[src/rtl/mtis_pkg.sv]
package mtis_pkg;
  // per-context status flags
  typedef struct packed {
    logic waiting;   // long-latency load outstanding
    logic finished;  // thread retired, never selected again
  } ctx_flags_t;
endpackage

[src/rtl/mtis_ctx.sv]
// One hardware thread context: program counter plus status flags.
module mtis_ctx
  import mtis_pkg::*;
#(
  parameter int              PC_W    = 16,
  parameter logic [PC_W-1:0] PC_BASE = '0,
  parameter int              PC_STEP = 4
) (
  input  logic            clk_i,
  input  logic            rst_ni,
  input  logic            sel_i,       // this context holds the issue slot
  input  logic            sel_load_i,  // issued instruction is a load
  input  logic            sel_last_i,  // issued instruction ends the thread
  input  logic            wake_i,      // load completion addressed here
  output logic [PC_W-1:0] pc_o,
  output ctx_flags_t      flags_o
);

  localparam logic [PC_W-1:0] STEP = PC_W'(PC_STEP);

  logic [PC_W-1:0] pc_q, pc_d;
  ctx_flags_t      flags_q, flags_d;
  logic            pc_en, flags_en;

  always_comb begin
    pc_d     = pc_q + STEP;
    pc_en    = sel_i;
    flags_d  = flags_q;
    if (wake_i) begin
      flags_d.waiting = 1'b0;
    end
    // a new stall wins over a completion in the same clock
    if (sel_i && sel_load_i) begin
      flags_d.waiting = 1'b1;
    end
    if (sel_i && sel_last_i) begin
      flags_d.finished = 1'b1;
    end
    flags_en = wake_i | sel_i;
  end

  always_ff @(posedge clk_i or negedge rst_ni) begin
    if (!rst_ni) begin
      pc_q <= PC_BASE;
    end else if (pc_en) begin
      pc_q <= pc_d;
    end
  end

  always_ff @(posedge clk_i or negedge rst_ni) begin
    if (!rst_ni) begin
      flags_q <= '0;
    end else if (flags_en) begin
      flags_q <= flags_d;
    end
  end

  assign pc_o    = pc_q;
  assign flags_o = flags_q;

endmodule

[src/rtl/mtis_rr_pick.sv]
// Rotating picker: first requester after the most recent grant.
module mtis_rr_pick #(
  parameter int NUM_THR = 4,
  parameter int TID_W   = (NUM_THR > 1) ? $clog2(NUM_THR) : 1
) (
  input  logic               clk_i,
  input  logic               rst_ni,
  input  logic [NUM_THR-1:0] req_i,
  output logic               gnt_vld_o,
  output logic [TID_W-1:0]   gnt_id_o
);

  localparam logic [TID_W-1:0] LAST_RST = TID_W'(NUM_THR - 1);

  logic [TID_W-1:0] last_q, last_d;
  logic             last_en;
  logic             found;
  logic [TID_W-1:0] pick;

  always_comb begin
    found = 1'b0;
    pick  = '0;
    for (int k = 1; k <= NUM_THR; k++) begin
      automatic int idx = (int'(last_q) + k) % NUM_THR;
      if (!found && req_i[idx]) begin
        found = 1'b1;
        pick  = TID_W'(idx);
      end
    end
    last_d  = pick;
    last_en = found;
  end

  always_ff @(posedge clk_i or negedge rst_ni) begin
    if (!rst_ni) begin
      last_q <= LAST_RST;
    end else if (last_en) begin
      last_q <= last_d;
    end
  end

  assign gnt_vld_o = found;
  assign gnt_id_o  = pick;

endmodule

[src/rtl/mt_issue_sched.sv]
// Issue scheduler for a single-issue core with several thread contexts.
module mt_issue_sched
  import mtis_pkg::*;
#(
  parameter int NUM_THR = 4,
  parameter int PC_W    = 16,
  parameter int PC_SPAN = 'h400,
  parameter int PC_STEP = 4,
  parameter int TID_W   = (NUM_THR > 1) ? $clog2(NUM_THR) : 1
) (
  input  logic               clk_i,
  input  logic               rst_ni,
  input  logic [NUM_THR-1:0] avail_i,
  input  logic [NUM_THR-1:0] load_i,
  input  logic [NUM_THR-1:0] last_i,
  input  logic               cmpl_vld_i,
  input  logic [TID_W-1:0]   cmpl_tid_i,
  output logic               issue_vld_o,
  output logic [TID_W-1:0]   issue_tid_o,
  output logic [PC_W-1:0]    issue_pc_o
);

  logic [NUM_THR-1:0] stall_mask;
  logic [NUM_THR-1:0] done_mask;
  logic [NUM_THR-1:0] eligible;
  logic [NUM_THR-1:0] sel_vec;
  logic [NUM_THR-1:0] wake_vec;
  logic [PC_W-1:0]    pc_arr [NUM_THR];
  logic               gnt_vld;
  logic [TID_W-1:0]   gnt_id;

  for (genvar t = 0; t < NUM_THR; t++) begin : g_ctx
    ctx_flags_t flags;

    assign sel_vec[t]  = gnt_vld && (gnt_id == TID_W'(t));
    assign wake_vec[t] = cmpl_vld_i && (cmpl_tid_i == TID_W'(t));

    mtis_ctx #(
      .PC_W    (PC_W),
      .PC_BASE (PC_W'(t * PC_SPAN)),
      .PC_STEP (PC_STEP)
    ) u_ctx (
      .clk_i      (clk_i),
      .rst_ni     (rst_ni),
      .sel_i      (sel_vec[t]),
      .sel_load_i (load_i[t]),
      .sel_last_i (last_i[t]),
      .wake_i     (wake_vec[t]),
      .pc_o       (pc_arr[t]),
      .flags_o    (flags)
    );

    assign stall_mask[t] = flags.waiting;
    assign done_mask[t]  = flags.finished;
    assign eligible[t]   = avail_i[t] & ~flags.waiting & ~flags.finished;
  end

  mtis_rr_pick #(
    .NUM_THR (NUM_THR),
    .TID_W   (TID_W)
  ) u_pick (
    .clk_i     (clk_i),
    .rst_ni    (rst_ni),
    .req_i     (eligible),
    .gnt_vld_o (gnt_vld),
    .gnt_id_o  (gnt_id)
  );

  always_comb begin
    issue_vld_o = gnt_vld;
    issue_tid_o = gnt_vld ? gnt_id : '0;
    issue_pc_o  = gnt_vld ? pc_arr[gnt_id] : '0;
  end

endmodule

[config.mk]
export PLATFORM = sky130hd
export DESIGN_NAME = mt_issue_sched
export DESIGN_NICKNAME = d
export VERILOG_FILES = /design/src/rtl/mtis_pkg.sv /design/src/rtl/mtis_ctx.sv /design/src/rtl/mtis_rr_pick.sv /design/src/rtl/mt_issue_sched.sv
export SDC_FILE = /design/constraint.sdc
export NUM_CORES = 1
export LEC_CHECK = 0
export BUFFER_PORTS_ARGS = -buffer_cell sky130_fd_sc_hd__buf_4
export CAP_MARGIN = 20
export CORE_MARGIN = 3
export CORE_UTILIZATION = 55
export DETAILED_ROUTE_END_ITERATION = 16
export GPL_TIMING_DRIVEN = 0
export PLACE_DENSITY = 0.84
export RECOVER_POWER = 100
export SLEW_MARGIN = 20
export SYNTH_ARGS = -nofsm -noshare
export SYNTH_HDL_FRONTEND = slang
export SYNTH_HIERARCHICAL = 1
export SYNTH_SLANG_ARGS = --single-unit
[constraint.sdc]
create_clock -name clk_i -period 6.1 [get_ports clk_i]
set_clock_uncertainty 0.1 [all_clocks]
set_input_delay 0.915 -clock clk_i [delete_from_list [all_inputs] [get_ports clk_i]]
set_output_delay 0.915 -clock clk_i [all_outputs]
set_load 0.01 [all_outputs]
==> impl_results.md <==
* Placeable Area at 0.00639 mm²
* Final Cycle Share at 0.785
* Status: finished, violations left
* Leak at 1.82 nW
* CTS-repair resized insts at 0
* Worst hold path depth at 1
* Max-capacitance violation count at 1
* Die Y at 87.6 µm
* Synth Area in Adders at 0.0137
* Routed len/inst at 15.7 µm
* Area contributors post-synth: dfrtp_1 41%, mux2i_1 9.0%, xnor2_1 8.6%
* Synthesis-to-layout area growth at 10.2%
* Setup crit end kind: primary output
* Most used routing layer in global routing: met2
* Hold Slack at 0.361 ns
* Die Wd at 87.6 µm
* Largest family of logic cells by synthesized area: simple AND/OR/NAND/NOR gates
* CTS Sinks at 66
* Synth area leader: dfrtp_1
* Max Slew Vio Count at 67
* Netlist cell types at 40
* Most used DFF post-synth: dfrtp_1
* WP data arrival at 3.77 ns
* Failing checks: capacitance limit, slew limit
* Rows at 29
* Initial antenna violation count at 0
* Hold_buf cts at 0
* Critical-path cell list: clkbuf_4, nor3b_1, and3b_2, nor3_1, nor2_1, clkbuf_1, clkbuf_1, mux2i_1, o22ai_1, clkbuf_1
* Pwr dens at 379 mW/mm²
* Design area at 0.00404 mm²
* CTS H-Tree Depth at 3
* Clk root buf: clkbuf_8
* Vias per cell at 5.52
* Worst path top cell family by delay: buffers and inverters
* Slowest cell on crit path: nor3b_1
* EDFF count, synth at 0
* Worst rel slew slack at -1.32
* Hold_sp: g_ctx[3].u_ctx/flags_o[0]$_DFFE_PN0P_
* Hold Fails Final Rpt at 0
* Most frequent cells in the layout: 60 x dfrtp_1, 36 x xnor2_1, 33 x mux2i_1
* CP most frequent cell: clkbuf_1
* Routability Congestion at 0.828
* Largest net degree at the start of global routing at 67
* CTS tree: yes
* Die ar. at 0.00768 mm²
* Post-synth ARST share at 1.00
* Mux share of post-synthesis cell area at 0.102
* Met1 Use GR at 0.257
* Dpl cells at 441
* Total CTS buffers at 9
* CP required at 5.08 ns
* Worst-path fanout max at 10
* Number of global-route vias before repair at 2568
* Initial core utilization at 0.574
* Detailed Routing Iterations Pass 1 at 4
* Io pins at 36
* R2R Setup Slk at 1.89 ns
* Post-CTS setup buffer count at 0
* Mean Syn Cell Area at 11.2 µm²
* GR Util met3 at 0.0611
* Worst-Margin Slew at 3.48 ns
* Grt ovf at 0
* Crit path launch type: input port
* FMAX at 209 MHz
* Tot Pwr at 0.00153 W
* Hold Crit Class: reg -> reg
* Hpwl dp at 5230 µm
* Layout cell share with drive strength beyond 1 at 0.171
* Nets at 396
* GR Util All Layers at 0.205
* Minimum clock period at 4.79 ns
* Final WL at 7190 µm
* Synth top area share at 0.410
* Post-Syn Area at 0.00366 mm²
* Endpoints failing setup at 0
* Ys Warns at 6
* DR vias at 2523
* GR Layer Usage met2 at 0.335
* Clock Latency Late Sink at 0.34 ns
* Antenna diodes at 0
* Setup TNS at 0 ns
* R2r endpoint: g_ctx[3].u_ctx/pc_o[14]$_DFFE_PN0P_
* CP peak stage delay at 0.61 ns
* Non-filler cells in the finished layout at 457
* Crit Path Class: in -> out
* Compound-gate portion of the synthesized area at 0.0536
* VDD IR-drop max at 254 µV
* Most common cell after layout, fill and taps aside: dfrtp_1
* RR Startpoint: g_ctx[3].u_ctx/flags_o[1]$_DFFE_PN0P_
* Endpoint, Worst Hold: g_ctx[3].u_ctx/flags_o[0]$_DFFE_PN0P_
* Drc violations at 0
* RSZ-0062 raised after global routing: no
* FF+latch count, synth at 66
* Worst R2R Path Depth at 12
* Synth Area in Simple Gates at 0.182
* Clock transition at the registers of the reported paths at 0.06 ns
* Port bufs at 33
* Buffer and inverter count on the worst path at 4
* First-pass GRT wire length at 12000 µm
* Dpl cell area at 0.00402 mm²
* Clk buf depth at 2
* Initial DRC count at 91
* Sequential share of the synthesized area at 0.453
* Final ANT Viol Nets at 0
* Synthesized netlist cell count at 327
* Synth Area in XOR/XNOR at 0.124
## worst reg2reg max path: cells and delay by family (launching register included)
kind / cells / cell delay (ns)
simple gates: 8 / 2.13
buf+inv: 3 / 1.36
flops: 1 / 0.38
xor+xnor: 1 / 0.16
## layer usage
layer | vias to the layer above | share of wire
met2 | 55 | 0.47
met1 | 1230 | 0.45
met4 | 0 | 0.019
met3 | 15 | 0.062
met5 | - | 0
li1 | 1223 | -
## synth_stat cells (4+ instances only)
cell type and n:
nand4_2 4, mux2i_1 33, inv_1 9, dfrtp_1 60, nor3b_1 7, and4_4 8, buf_4 8, conb_1 4
nand2_1 23, nor3_2 4, nand3_1 12, mux2_2 4, nand4_1 12, o21ai_0 4, o22ai_1 16, xor2_1 16
nor2_1 17, ha_1 4, nand3_2 4, dfstp_2 6, xnor2_1 36, buf_6 7, a21o_2 4
## registers in the layout, indices dropped and copies added, names as in the netlist
register / flops
g_ctx.u_ctx/flags_o: 8
g_ctx.u_ctx/pc_o: 56
u_pick/last_q: 2
## where the power goes
part	switching, W	internal (W)	leakage (nW)
clock network	0.000160	0.000222	0.107
registers	0.0000948	0.000526	0.854
logic	0.000282	0.000247	0.860
total	0.000537	0.000996	1.82
## kinds of logic (layout without fill, tap and decap cells)
logic type	Yosys count	count (layout)
simple gates	105	105
flops	66	66
xor+xnor	52	52
mux	37	37
compound gates	30	30
buf+inv	29	78
fa+ha+maj	4	4
other cells	4	8
## metrics by stage
step | setup WS (ns) | util
after global placement | 1.97 | 0.630
after floorplan | 2.52 | -
final | 1.31 | 0.632
after CTS | 1.87 | 0.663
after global routing | 1.06 | 0.632
after detailed placement | 1.87 | 0.630
## worst max path at each step
stage | startpoint | depth (start not counted) | to | slack, ns
after floorplan | avail_i[2] | 8 | issue_pc_o[10] | 2.52
after global placement | avail_i[3] | 9 | issue_pc_o[3] | 1.97
after detailed placement | avail_i[3] | 9 | issue_pc_o[8] | 1.87
after CTS | avail_i[3] | 9 | issue_pc_o[8] | 1.87
after global routing | avail_i[3] | 10 | issue_pc_o[8] | 1.06
final | avail_i[3] | 10 | issue_pc_o[5] | 1.31
## cell type report
class	instances	area, µm²
inverters	9	33.8
well taps	77	96.3
repair buffers	33	188
clock buffers	14	173
clock inverters	2	35.0
multi-input cells	236	1710
plain buffers	20	148
flip-flops and latches	66	1660
fillers	544	2350
Power figures use the tool's default switching activity.
